### config.mk
export PLATFORM = sky130hd
export DESIGN_NAME = dma_csr_bank
export DESIGN_NICKNAME = d
export VERILOG_FILES = /design/src/rtl/dma_csr_pkg.sv /design/src/rtl/dma_csr_ctrl.sv /design/src/rtl/dma_csr_datapath.sv /design/src/rtl/dma_csr_bank.sv
export SDC_FILE = /design/constraint.sdc
export NUM_CORES = 1
export LEC_CHECK = 0
export ABC_AREA = 1
export ABC_CLOCK_PERIOD_IN_PS = 2890
export BUFFER_PORTS_ARGS = -buffer_cell sky130_fd_sc_hd__buf_2
export CAP_MARGIN = 20
export CORE_ASPECT_RATIO = 0.7
export CORE_MARGIN = 2
export CORE_UTILIZATION = 40
export DETAILED_ROUTE_END_ITERATION = 7
export GPL_TIMING_DRIVEN = 0
export PLACE_DENSITY_LB_ADDON = 0.2
export SLEW_MARGIN = 20
export SYNTH_ARGS = -nofsm -noshare
export SYNTH_HDL_FRONTEND = slang
export SYNTH_HIERARCHICAL = 1
export SYNTH_SLANG_ARGS = --single-unit
### constraint.sdc
create_clock -name clk -period 2.89 [get_ports clk]
set_clock_uncertainty 0.1 [all_clocks]
set_input_delay 0.578 -clock clk [delete_from_list [all_inputs] [get_ports clk]]
set_output_delay 0.578 -clock clk [all_outputs]
set_load 0.05 [all_outputs]
### src/rtl/dma_csr_pkg.sv
package dma_csr_pkg;

  localparam int IDX_BUS    = 0;
  localparam int IDX_POLL   = 1;
  localparam int IDX_RXBASE = 2;
  localparam int IDX_TXBASE = 3;
  localparam int IDX_STATUS = 4;
  localparam int IDX_CTRL   = 5;
  localparam int IDX_INTEN  = 6;
  localparam int IDX_CURTX  = 7;
  localparam int IDX_CURRX  = 8;
  localparam int IDX_VER    = 9;

  localparam int BIT_TX_DONE    = 0;
  localparam int BIT_TX_STOP    = 1;
  localparam int BIT_TX_UNAVAIL = 2;
  localparam int BIT_RX_DONE    = 6;
  localparam int BIT_RX_UNAVAIL = 7;
  localparam int BIT_ABN_SUM    = 15;
  localparam int BIT_NRM_SUM    = 16;

  localparam int BIT_RX_EN = 1;
  localparam int BIT_TX_EN = 13;

  localparam logic [31:0] VERSION_WORD = 32'h0000_1012;

  typedef struct packed {
    logic busMode;
    logic rxBase;
    logic txBase;
    logic status;
    logic control;
    logic intEn;
  } csr_wr_t;

  typedef enum logic [3:0] {
    RD_NONE, RD_BUS, RD_RXBASE, RD_TXBASE, RD_STATUS,
    RD_CTRL, RD_INTEN, RD_CURTX, RD_CURRX, RD_VER
  } csr_rd_e;

endpackage

### src/rtl/dma_csr_ctrl.sv
module dma_csr_ctrl
  import dma_csr_pkg::*;
#(
  parameter int IDX_W = 10
) (
  input  logic             clk,
  input  logic             rstN,
  input  logic             hostSel,
  input  logic             hostWr,
  input  logic [IDX_W-1:0] regIdx,
  output csr_wr_t          wrStb,
  output csr_rd_e          rdSel,
  output logic             pollStrobe
);

  logic wrEn;
  logic rdEn;
  logic pollHit;

  assign wrEn = hostSel & hostWr;
  assign rdEn = hostSel & ~hostWr;

  always_comb begin
    wrStb   = '0;
    rdSel   = RD_NONE;
    pollHit = 1'b0;
    case (regIdx)
      IDX_W'(IDX_BUS):    begin rdSel = RD_BUS;    wrStb.busMode = wrEn; end
      IDX_W'(IDX_POLL):   pollHit = wrEn;
      IDX_W'(IDX_RXBASE): begin rdSel = RD_RXBASE; wrStb.rxBase  = wrEn; end
      IDX_W'(IDX_TXBASE): begin rdSel = RD_TXBASE; wrStb.txBase  = wrEn; end
      IDX_W'(IDX_STATUS): begin rdSel = RD_STATUS; wrStb.status  = wrEn; end
      IDX_W'(IDX_CTRL):   begin rdSel = RD_CTRL;   wrStb.control = wrEn; end
      IDX_W'(IDX_INTEN):  begin rdSel = RD_INTEN;  wrStb.intEn   = wrEn; end
      IDX_W'(IDX_CURTX):  rdSel = RD_CURTX;
      IDX_W'(IDX_CURRX):  rdSel = RD_CURRX;
      IDX_W'(IDX_VER):    rdSel = RD_VER;
      default: ;
    endcase
    if (!rdEn) rdSel = RD_NONE;
  end

  always_ff @(posedge clk) begin
    if (!rstN) pollStrobe <= 1'b0;
    else       pollStrobe <= pollHit;
  end


  poll_origin_chk: assert property (@(posedge clk) disable iff (!rstN)
    pollStrobe |-> $past(hostSel && hostWr && (regIdx == IDX_W'(IDX_POLL))));

endmodule

### src/rtl/dma_csr_datapath.sv
module dma_csr_datapath
  import dma_csr_pkg::*;
#(
  parameter int DATA_W = 32
) (
  input  logic              clk,
  input  logic              rstN,
  input  csr_wr_t           wrStb,
  input  csr_rd_e           rdSel,
  input  logic [DATA_W-1:0] hostWdata,
  output logic [DATA_W-1:0] hostRdata,
  input  logic              evTxDone,
  input  logic              evTxStop,
  input  logic              evTxUnavail,
  input  logic              evRxDone,
  input  logic              evRxUnavail,
  input  logic              txPtrLoad,
  input  logic [DATA_W-1:0] txPtrValue,
  input  logic              rxPtrLoad,
  input  logic [DATA_W-1:0] rxPtrValue,
  output logic              irq,
  output logic              rxEnable,
  output logic              txEnable,
  output logic [DATA_W-1:0] curTxPtr,
  output logic [DATA_W-1:0] curRxPtr
);

  logic [DATA_W-1:0] busModeQ, rxBaseQ, txBaseQ, statusQ, controlQ, intEnQ;
  logic [DATA_W-1:0] curTxQ, curRxQ;
  logic [DATA_W-1:0] setMask, clrMask;

  always_comb begin
    setMask = '0;
    if (evTxDone)    begin setMask[BIT_TX_DONE]    = 1'b1; setMask[BIT_NRM_SUM] = 1'b1; end
    if (evRxDone)    begin setMask[BIT_RX_DONE]    = 1'b1; setMask[BIT_NRM_SUM] = 1'b1; end
    if (evTxStop)    begin setMask[BIT_TX_STOP]    = 1'b1; setMask[BIT_ABN_SUM] = 1'b1; end
    if (evTxUnavail) begin setMask[BIT_TX_UNAVAIL] = 1'b1; setMask[BIT_ABN_SUM] = 1'b1; end
    if (evRxUnavail) begin setMask[BIT_RX_UNAVAIL] = 1'b1; setMask[BIT_ABN_SUM] = 1'b1; end
  end

  assign clrMask = wrStb.status ? hostWdata : '0;

  always_ff @(posedge clk) begin
    if (!rstN) begin
      busModeQ <= '0;
      rxBaseQ  <= '0;
      txBaseQ  <= '0;
      statusQ  <= '0;
      controlQ <= '0;
      intEnQ   <= '0;
      curTxQ   <= '0;
      curRxQ   <= '0;
    end else begin
      if (wrStb.busMode) busModeQ <= {hostWdata[DATA_W-1:1], 1'b0};
      if (wrStb.control) controlQ <= hostWdata;
      if (wrStb.intEn)   intEnQ   <= hostWdata;
      statusQ <= (statusQ & ~clrMask) | setMask;
      if (wrStb.rxBase) begin
        rxBaseQ <= hostWdata;
        curRxQ  <= hostWdata;
      end else if (rxPtrLoad) begin
        curRxQ  <= rxPtrValue;
      end
      if (wrStb.txBase) begin
        txBaseQ <= hostWdata;
        curTxQ  <= hostWdata;
      end else if (txPtrLoad) begin
        curTxQ  <= txPtrValue;
      end
    end
  end

  always_comb begin
    case (rdSel)
      RD_BUS:    hostRdata = busModeQ;
      RD_RXBASE: hostRdata = rxBaseQ;
      RD_TXBASE: hostRdata = txBaseQ;
      RD_STATUS: hostRdata = statusQ;
      RD_CTRL:   hostRdata = controlQ;
      RD_INTEN:  hostRdata = intEnQ;
      RD_CURTX:  hostRdata = curTxQ;
      RD_CURRX:  hostRdata = curRxQ;
      RD_VER:    hostRdata = DATA_W'(VERSION_WORD);
      default:   hostRdata = '0;
    endcase
  end

  assign irq      = |(statusQ & intEnQ);
  assign rxEnable = controlQ[BIT_RX_EN];
  assign txEnable = controlQ[BIT_TX_EN];
  assign curTxPtr = curTxQ;
  assign curRxPtr = curRxQ;


  w1c_clear_chk: assert property (@(posedge clk) disable iff (!rstN)
    (wrStb.status && !evTxDone && !evTxStop && !evTxUnavail && !evRxDone && !evRxUnavail)
    |=> statusQ == ($past(statusQ) & ~$past(hostWdata)));


  tx_done_set_chk: assert property (@(posedge clk) disable iff (!rstN)
    evTxDone |=> (statusQ[BIT_TX_DONE] && statusQ[BIT_NRM_SUM]));


  rx_unavail_set_chk: assert property (@(posedge clk) disable iff (!rstN)
    evRxUnavail |=> (statusQ[BIT_RX_UNAVAIL] && statusQ[BIT_ABN_SUM]));


  irq_source_chk: assert property (@(posedge clk) disable iff (!rstN)
    irq |-> (statusQ != '0 && intEnQ != '0));


  rx_base_load_chk: assert property (@(posedge clk) disable iff (!rstN)
    wrStb.rxBase |=> curRxQ == $past(hostWdata));


  tx_ptr_load_chk: assert property (@(posedge clk) disable iff (!rstN)
    (txPtrLoad && !wrStb.txBase) |=> curTxQ == $past(txPtrValue));

endmodule

### src/rtl/dma_csr_bank.sv
module dma_csr_bank
  import dma_csr_pkg::*;
#(
  parameter int ADDR_W = 12,
  parameter int DATA_W = 32
) (
  input  logic              clk,
  input  logic              rstN,
  input  logic              hostSel,
  input  logic              hostWr,
  input  logic [ADDR_W-1:0] hostAddr,
  input  logic [DATA_W-1:0] hostWdata,
  output logic [DATA_W-1:0] hostRdata,
  input  logic              evTxDone,
  input  logic              evTxStop,
  input  logic              evTxUnavail,
  input  logic              evRxDone,
  input  logic              evRxUnavail,
  input  logic              txPtrLoad,
  input  logic [DATA_W-1:0] txPtrValue,
  input  logic              rxPtrLoad,
  input  logic [DATA_W-1:0] rxPtrValue,
  output logic              irq,
  output logic              txPollStrobe,
  output logic              rxEnable,
  output logic              txEnable,
  output logic [DATA_W-1:0] curTxPtr,
  output logic [DATA_W-1:0] curRxPtr
);

  localparam int IDX_W = ADDR_W - 2;

  csr_wr_t          wrStb;
  csr_rd_e          rdSel;
  logic [IDX_W-1:0] regIdx;
  logic [1:0]       unusedAddrBits;

  assign regIdx         = hostAddr[ADDR_W-1:2];
  assign unusedAddrBits = hostAddr[1:0];

  dma_csr_ctrl #(.IDX_W(IDX_W)) uCtrl (
    .clk        (clk),
    .rstN       (rstN),
    .hostSel    (hostSel),
    .hostWr     (hostWr),
    .regIdx     (regIdx),
    .wrStb      (wrStb),
    .rdSel      (rdSel),
    .pollStrobe (txPollStrobe)
  );

  dma_csr_datapath #(.DATA_W(DATA_W)) uData (
    .clk         (clk),
    .rstN        (rstN),
    .wrStb       (wrStb),
    .rdSel       (rdSel),
    .hostWdata   (hostWdata),
    .hostRdata   (hostRdata),
    .evTxDone    (evTxDone),
    .evTxStop    (evTxStop),
    .evTxUnavail (evTxUnavail),
    .evRxDone    (evRxDone),
    .evRxUnavail (evRxUnavail),
    .txPtrLoad   (txPtrLoad),
    .txPtrValue  (txPtrValue),
    .rxPtrLoad   (rxPtrLoad),
    .rxPtrValue  (rxPtrValue),
    .irq         (irq),
    .rxEnable    (rxEnable),
    .txEnable    (txEnable),
    .curTxPtr    (curTxPtr),
    .curRxPtr    (curRxPtr)
  );

endmodule

---- After elaboration in Yosys (flattened, before gate mapping) ----
Cells that the tools add are included.
storage, ports and cells
  input bits .............................. 119
  register bits ........................... 256
cells by class
  reductions and logical operators ........ 5
  bitwise operators ....................... 7
  muxes and demuxes ....................... 22
  equality and inequality tests ........... 18
operators with widths
  operator             number
  $pmux 32 s9          1
  $mux 32              5
  $and 32x32->32       2
  $eq 10x3->1 const B  4
  $pmux 4 s9           1
  $not 32->32          1
  $or 32x17->32        1
  $reduce_or 32->1     1
  $eq 10x2->1 const B  2
  $eq 10x4->1 const B  2
  $eq 4x3->1 const B   4
  $mux 1               14
  $eq 10x1->1 const B  1
  $logic_not 10->1     1
  $eq 4x2->1 const B   2
  $eq 4x4->1 const B   2
  $eq 4x1->1 const B   1
  $mux 4               1
  $reduce_bool 2->1    2
  $and 1x1->1          2
  $reduce_and 2->1     1
  $not 1->1            1

---- Depth between registers and ports, before layout ----
Gate-level depths: netlist of the first run.
  depth after elaboration ................. 6
  depth in mapped cells ................... 17
  gate-level depth less buffers ........... 15

---- Cells and area by module ----
The synthesis of the first run kept the hierarchy.
by module, submodules not included
  module            instances  sequential area each (µm²)  area an instance (µm²)  cells each
  dma_csr_datapath  1          5,104.9                     11,618.6                1,818
  dma_csr_ctrl      1          20.0                        315.3                   61

---- Worst setup path before layout of the first run ----
No wires, ideal clock.
  kind .................................... input to output
  start point ............................. input port hostAddr[11]
  end point ............................... output port hostRdata[12]
  slack ................................... -219 ps
  buffers on the path ..................... 1
  arrival time ............................ 2,431 ps
  stages on the path ...................... 14
  cells stage by stage .................... nor2_4 > nand2_2 > nor2_2 > nand2_1 > nand3_1 > nor2_1 > nor2_1 > nand2_1 > nor2_2 > buf_4 > nand2_1 > nand2_1 > inv_1 > nand3_1
between the ends
  word-level cells in the longest chain between the ends .. 5
  elaborated cells on any way between the ends .. 21
  those cells by class .................... 17 x eq/ne; 3 x mux; 1 x reduce/logical
ends and longest elaborated chain
  item                                 RTL line                RTL
  from (decl)                          dma_csr_bank.sv:11      input logic [ADDR_W-1:0] hostAddr,
  $eq 10x4->1 (tied with other cells)  dma_csr_ctrl.sv:27      case (regIdx)
  $pmux 4 s9 *                         dma_csr_ctrl.sv:27
  $mux 4 *                             dma_csr_ctrl.sv:40      if (!rdEn) rdSel = RD_NONE;
  named net rdSel[0]                   dma_csr_bank.sv:34      csr_rd_e rdSel;
  $eq 4x4->1 (tied with other cells)   dma_csr_datapath.sv:74  case (rdSel)
  $pmux 32 s9 *                        dma_csr_datapath.sv:74
  to (decl)                            dma_csr_bank.sv:13      output logic [DATA_W-1:0] hostRdata,
Mark *: on every way through the listed nets, which the timed path passes. The rest lies on a longest branch.

---- Worst setup path in the final report of the first run ----
  start point ............................. input port hostAddr[7]
  end point ............................... output port hostRdata[5]
Same word-level chain as after synthesis.

==> results of run 1 <==
## power groups by stage
stage	sequential (mW)	combinational (mW)	clock [mW]
3_5_place_dp	3.72	0.637	0
6_report	3.64	0.661	3.58
5_1_grt	3.65	0.699	3.71
2_1_floorplan	3.87	0.186	0
4_1_cts	3.64	0.647	3.59
3_3_place_gp	3.72	0.633	0
## layout make-up
| type | instances | area, µm² |
|---|---|---|
| clock buffers | 36 | 749 |
| well taps | 378 | 473 |
| repair buffers | 236 | 1550 |
| fillers | 2990 | 13700 |
| inverters | 98 | 370 |
| flip-flops and latches | 256 | 5120 |
| clock inverters | 8 | 120 |
| plain buffers | 114 | 785 |
| multi-input cells | 1411 | 6320 |
| diodes | 1 | 2.50 |
## repair_timing
action	4_1_cts	5_1_grt
setup buffers	17	1
cloned	1	1
setup endpoints to repair	32	32
pin swaps	10	8
gates resized for setup	158	92
hold buffers	0	0
## final timing paths
kind                                                      start                               to  depth (start not counted)
worst min register to register      uData/statusQ[5]$_SDFF_PN0_      uData/statusQ[5]$_SDFF_PN0_                          2
worst max register to register  uData/curRxPtr[12]$_SDFFE_PN0P_  uData/curRxPtr[12]$_SDFFE_PN0P_                          4
worst min-delay path                              hostWdata[11]     uData/statusQ[11]$_SDFF_PN0_                          2
worst max-delay path                                hostAddr[7]                     hostRdata[5]                         17
## synth_stat cells, drive strengths merged
| master | instances |
|---|---|
| nor3 | 1 |
| o21ai | 96 |
| a21oi | 97 |
| nand2 | 673 |
| and3 | 1 |
| dfxtp | 256 |
| buf | 51 |
| a41oi | 1 |
| inv | 97 |
| clkbuf | 63 |
| nor4 | 3 |
| nand3 | 237 |
| nor2 | 300 |
| a31oi | 1 |
| nor4b | 1 |
| clkinv | 1 |
## cell families (layout without fill, tap and decap cells)
family                 count (synthesis)  in the layout
AOI/OAI and AO/OA                    195            195
buffers and inverters                212            492
DFF                                  256            256
other                                  0              1
and+or+nand+nor                     1216           1216
## cells in the final DEF, fill, tap and decap left out, types with 2 or more instances in the layout
| cell | instances |
|---|---|
| clkbuf_4 | 2 |
| clkbuf_8 | 4 |
| buf_2 | 200 |
| nor2_4 | 12 |
| nand3_1 | 218 |
| buf_4 | 23 |
| dfxtp_1 | 256 |
| clkinv_2 | 3 |
| inv_2 | 3 |
| buf_6 | 35 |
| buf_8 | 18 |
| nand2_2 | 37 |
| bufinv_16 | 3 |
| clkbuf_1 | 63 |
| buf_1 | 2 |
| a21oi_1 | 97 |
| nor2_1 | 247 |
| clkbuf_16 | 28 |
| nand2_1 | 633 |
| nor2_2 | 41 |
| clkinvlp_4 | 2 |
| nor4_4 | 2 |
| nand3_4 | 3 |
| nand2_4 | 3 |
| nand3_2 | 16 |
| buf_12 | 10 |
| inv_1 | 93 |
| o21ai_0 | 95 |
## metal layers
layer  share of wire, %  up-vias
met2                 39     1050
met5                  0        -
met3                 15      149
li1                   -     6475
met1                 42     6550
met4                4.0        0
## registers in the layout, summed over array words and instances (netlist names)
name,count
uData/busModeQ,31
uCtrl/pollStrobe,1
uData/controlQ,32
uData/curTxPtr,32
uData/statusQ,32
uData/rxBaseQ,32
uData/curRxPtr,32
uData/intEnQ,32
uData/txBaseQ,32
## stage by stage
stage	std cells	hold WS, ns
floorplan	1879	0.326
global placement	2473	0.334
detailed placement	2473	0.338
CTS	2535	0.176
global route	2537	0.197
finish	2538	0.187
==> summary.txt, run 1 <==
Critical path
  – Critical path peak fanout: 10
  – Cells along the critical path: buf_2 > nor2_4 > nand2_4 > nor2_4 > nand2_1 > nand3_1 > nor2_1 > nor2_4 > nand2_2 > nor2_2 > buf_6 > buf_8 > nand2_1 > nand2_1 > nor2_2 > nand2_2 > buf_6
  – Worst Setup Path Type: input port to primary output
  – Crit path max-delay family: simple AND/OR/NAND/NOR gates
  – R2R setup slack: 1.94 ns
  – Worst path bufs/invs: 4
  – Crit-path max cell delay: 0.24 ns
  – CP required: 2.21 ns
  – Crit path capture type: primary output
  – Critical Path AT: 2.70 ns
  – CP max stage cell: nor2_4
  – Critical Path Source Type: input port

Yosys
  – Sequential fraction of the synthesis area: 42.9%
  – Post-Synth Simple-Gate Area: 41.4%
  – Adder-Cell Fraction of Synth Area: 0%
  – Biggest area consumer among synthesized cells: dfxtp_1
  – Proportion of synthesized area in mux cells: 0%
  – Mapped cell area: 0.0119 mm²
  – Top cells by area, synth: dfxtp_1 (43%), nand2_1 (21%), nand3_1 (9.9%)
  – Synthesized Nets: 1998
  – Synth top area share: 42.9%
  – Largest family of logic cells by synthesized area: simple AND/OR/NAND/NOR gates
  – Register bit total from synthesis: 256
  – Syn Area/Cell: 6.35 µm²
  – Ys Warns: 6
  – Synth Area in Compound Gates: 8.22%
  – Yosys cell types: 25
  – Post-synthesis xor/xnor area fraction: 0%
  – Mapped Cells: 1879

GRT
  – Remaining Overflow, GRT: 0
  – Antenna violations before repair: 2
  – GR Util met2: 49.9%
  – Met1 Resource Use GR: 52.0%
  – Grt met3 use: 8.49%
  – Largest net degree at the start of global routing: 14
  – Vias in the first global route: 12796
  – Total GRT Usage: 35.5%
  – GRT Max-Usage Layer: met1
  – Global-route wire length before repair: 81400 µm

Pwr
  – Pint: 5.82 mW
  – Total power: 7.88 mW
  – Worst VDD drop: 0.401 mV
  – Sw frac: 26.2%
  – Comb pwr share: 8.4%
  – Power Dens Cells: 509 mW/mm²
  – Clock power frac: 45.4%
  – Net Switching: 2.07 mW
  – Sequential cell fraction of total power: 46.2%
  – Static Leak: 7.81 nW

Die
  – Die W: 210 µm
  – Vert. Die Dim: 149 µm
  – Core area: 0.0291 mm²
  – Io pins: 219
  – Initial Util: 40.9%
  – Row cnt: 52
  – Die area: 0.0313 mm²

Detailed routing
  – Initial DRC count: 2169
  – Final ANT Viol Nets: 0
  – Drt first pass iters: 8
  – Vias per cell: 5.60
  – WL/cell: 22.5 µm
  – WL final: 57200 µm
  – DRC: 0
  – Routed vias: 14224

Clock network
  – CTS tree: yes
  – CTS max path bufs: 3
  – Sink Count: 256
  – CTS root buffer: clkbuf_16
  – Total clock buffers created by CTS: 27
  – Insertion delay to the later sink of the worst-skew pair: 0.55 ns
  – H-tree depth: 1
  – Clk slew on worst S/H paths: 0.06 ns

Timing
  – Period utilization: 117%
  – Slew @ Worst Pin: 0.876 ns
  – Final Slew Violations: 0
  – Tmin final: 3.38 ns
  – Fin. Hold Viols: 0
  – Peak Freq: 296 MHz
  – Setup violators final: 32
  – Fin Setup TNS: -14.27 ns
  – Slew Limit Headroom: 41.6%
  – RSZ-0062 raised after global routing: true
  – Final setup margin: -0.486 ns

Finish
  – Finished Cell Area: 0.0155 mm²
  – Syn-to-layout area delta: 29.8%
  – Fin util: 53.1%
  – Share of cells above drive strength 1: 20.8%
  – Final Net Count: 2263

Placed design
  – DPL Wire Length: 39600 µm
  – Post-placement cell area: 0.0136 mm²
  – GP Congestion: 0.938
  – Dpl ws: -1.25 ns
  – I/O Buffers: 216

Status
  – Failing checks: setup timing
  – Outcome: complete, but fails checks

Worst hold path
  – Worst Hold Class: input port to flip-flop

Job
  – Number of max-cap violations: 0
No activity file was read; power rests on OpenSTA's default activity.
==> run 2, diff against run 1 <==
BUFFER_PORTS_ARGS = default   (was -buffer_cell sky130_fd_sc_hd__buf_2)
DONT_BUFFER_PORTS = 1   (was default)
==> summary.txt, run 2 (same netlist as run 1, synthesis figures left out) <==
Die
  – Core area: 0.0291 mm²
  – Vert. Die Dim: 149 µm
  – Die area: 0.0313 mm²
  – Row cnt: 52
  – Die W: 210 µm
  – Io pins: 219
  – Initial Util: 40.9%

Timing
  – Peak Freq: 312 MHz
  – Period utilization: 111%
  – Tmin final: 3.20 ns
  – Slew Limit Headroom: 40.8%
  – Fin. Hold Viols: 0
  – RSZ-0062 raised after global routing: true
  – Setup violators final: 32
  – Slew @ Worst Pin: 0.889 ns
  – Final Slew Violations: 0
  – Final setup margin: -0.311 ns

Critical path
  – Worst Setup EP: hostRdata[12]
  – R2R setup slack: 1.52 ns
  – Critical Path AT: 2.52 ns
  – Worst r2r dst: uData/curRxPtr[12]$_SDFFE_PN0P_
  – Critical path peak fanout: 10
  – Reg2reg path depth: 4
  – Worst Setup Path Type: input port to primary output
  – CP required: 2.21 ns
  – Reg-to-reg startpoint: uData/curRxPtr[12]$_SDFFE_PN0P_
  – Critical Path Source Type: input port
  – Crit path capture type: primary output
  – Crit. Startpoint: hostAddr[8]

Placed design
  – DPL Wire Length: 39100 µm
  – Post-Place Cells: 2257
  – GP Congestion: 0.956
  – Dpl ws: -1.01 ns
  – I/O Buffers: 0

Finish
  – Share of cells above drive strength 1: 15.5%
  – Syn-to-layout area delta: 24.3%
  – Final Net Count: 2065
  – Commonest non-fill, non-tap cells in the layout: nand2_1 (600), dfxtp_1 (256), nand3_1 (223)
  – Final std cells w/o fill: 2344
  – Most common cell after layout, fill and taps aside: nand2_1
  – Fin util: 50.9%
  – Fillers: 2939
  – Ant diodes: 0

Clock network
  – H-tree depth: 1
  – CTS tree: yes
  – Sink Count: 256
  – Clk slew on worst S/H paths: 0.06 ns
  – CTS root buffer: clkbuf_16
  – Total clock buffers created by CTS: 27
  – CTS max path bufs: 3
  – Insertion delay to the later sink of the worst-skew pair: 0.54 ns

Job
  – Number of max-cap violations: 0

Detailed routing
  – WL final: 58500 µm
  – DRC: 0
  – Initial DRC count: 2129
  – Routed vias: 13577
  – Drt first pass iters: 6
  – WL/cell: 25.0 µm
  – Vias per cell: 5.79
  – Final ANT Viol Nets: 0

Status
  – Failing checks: setup timing
  – Outcome: complete, but fails checks

Pwr
  – Sequential cell fraction of total power: 49.9%
  – Comb pwr share: 4.2%
  – Sw frac: 26.0%
  – Static Leak: 7.15 nW
  – Power Dens Cells: 517 mW/mm²
  – Clock power frac: 45.9%
  – Worst VDD drop: 0.315 mV
  – Net Switching: 2.00 mW
  – Pint: 5.67 mW

GRT
  – Global-route wire length before repair: 81400 µm
  – Total GRT Usage: 35.9%
  – Antenna violations before repair: 1
  – Remaining Overflow, GRT: 0
  – Vias in the first global route: 12099
  – Largest net degree at the start of global routing: 14

Worst hold path
  – Worst Hold Class: input port to flip-flop
[run 2: cell types whose count changed in the layout (fill, tap and decap cells not counted), moves of 7 or more]
cell | before | now
nand2_1 | 633 | 600
nand2_4 | 3 | 43
nand3_2 | 16 | 7
dlygate4sd3_1 | 0 | 8
buf_8 | 18 | 5
buf_6 | 35 | 16
nor2_4 | 12 | 23
nand2_2 | 37 | 30
nor2_1 | 247 | 220
buf_2 | 200 | 16
nor2_2 | 41 | 58
[run 2: what timing repair did]
| action | in CTS | in global routing |
|---|---|---|
| gates cloned | 2 | 5 |
| hold endpoints to repair | 8 | 0 |
| pin swaps | 36 | 58 |
| gates resized for setup | 193 | 94 |
| hold buffers | 8 | 0 |
| setup endpoints to repair | 32 | 32 |
| setup buffers | 14 | 9 |
[run 2: worst max-delay path, cell delays in order]
cell and delay [ns]:
nor2_4 0.23, nand2_4 0.11, nor2_2 0.15, nand2_1 0.09, nand3_2 0.08, nor2_2 0.05
nor2_4 0.21, buf_4 0.18, nor2_4 0.06, buf_4 0.21, nand3_1 0.12, nand2_2 0.11
nor2_4 0.14, nand3_4 0.20
[run 2: layer usage]
layer | track usage (%) | wire (µm) | vias up
li1 | - | - | 6077
met1 | 51.3 | 24400 | 6343
met2 | 48.6 | 22600 | 990
met3 | 12.8 | 9010 | 165
met4 | 14.6 | 2600 | 2
met5 | 0 | 16 | -
[run 2: through the flow]
stage / instance area, µm² / hold WS (ns) / total power, mW / TNS (ns)
final: 14800 / 0.00950 / 7.67 / -8.91
after global routing: 14800 / 0.00208 / 7.87 / -11.66
after CTS: 14300 / 0.00106 / 7.66 / -5.93
after detailed placement: 12500 / 0.339 / 4.18 / -27.76
after global placement: 12500 / 0.334 / 4.18 / -25.69
after floorplan: 12000 / 0.326 / 4.05 / 0
[run 2: final cells by class]
| cell class | instances | area, µm² | share of cell area [%] |
|---|---|---|---|
| Clock buffer | 37 | 753 | 5.08 |
| Tap cell | 378 | 473 | 3.19 |
| Multi-Input combinational cell | 1412 | 6740 | 45.4 |
| Buffer | 114 | 788 | 5.31 |
| Timing Repair Buffer | 37 | 474 | 3.20 |
| Inverter | 98 | 370 | 2.50 |
| Clock inverter | 12 | 115 | 0.776 |
| Sequential cell | 256 | 5120 | 34.5 |
[run 2: worst min-delay path by stage]
| stage | startpoint | to | slack, ns | depth (start not counted) |
|---|---|---|---|---|
| 2_1_floorplan | uData/statusQ[10]$_SDFF_PN0_ | uData/statusQ[10]$_SDFF_PN0_ | 0.33 | 2 |
| 3_3_place_gp | uData/statusQ[8]$_SDFF_PN0_ | uData/statusQ[8]$_SDFF_PN0_ | 0.33 | 2 |
| 3_5_place_dp | uData/statusQ[13]$_SDFF_PN0_ | uData/statusQ[13]$_SDFF_PN0_ | 0.34 | 2 |
| 4_1_cts | hostWdata[26] | uData/statusQ[26]$_SDFF_PN0_ | 0.001 | 1 |
| 5_1_grt | hostWdata[20] | uData/statusQ[20]$_SDFF_PN0_ | 0.002 | 1 |
| 6_report | hostWdata[26] | uData/statusQ[26]$_SDFF_PN0_ | 0.01 | 1 |
[run 2: power by group through the flow]
| stage | logic, mW | clock network [mW] | registers [mW] |
|---|---|---|---|
| 6_report | 0.324 | 3.52 | 3.83 |
| 5_1_grt | 0.348 | 3.69 | 3.83 |
| 4_1_cts | 0.300 | 3.54 | 3.82 |
| 3_5_place_dp | 0.283 | 0 | 3.90 |
| 3_3_place_gp | 0.277 | 0 | 3.90 |
| 2_1_floorplan | 0.186 | 0 | 3.87 |
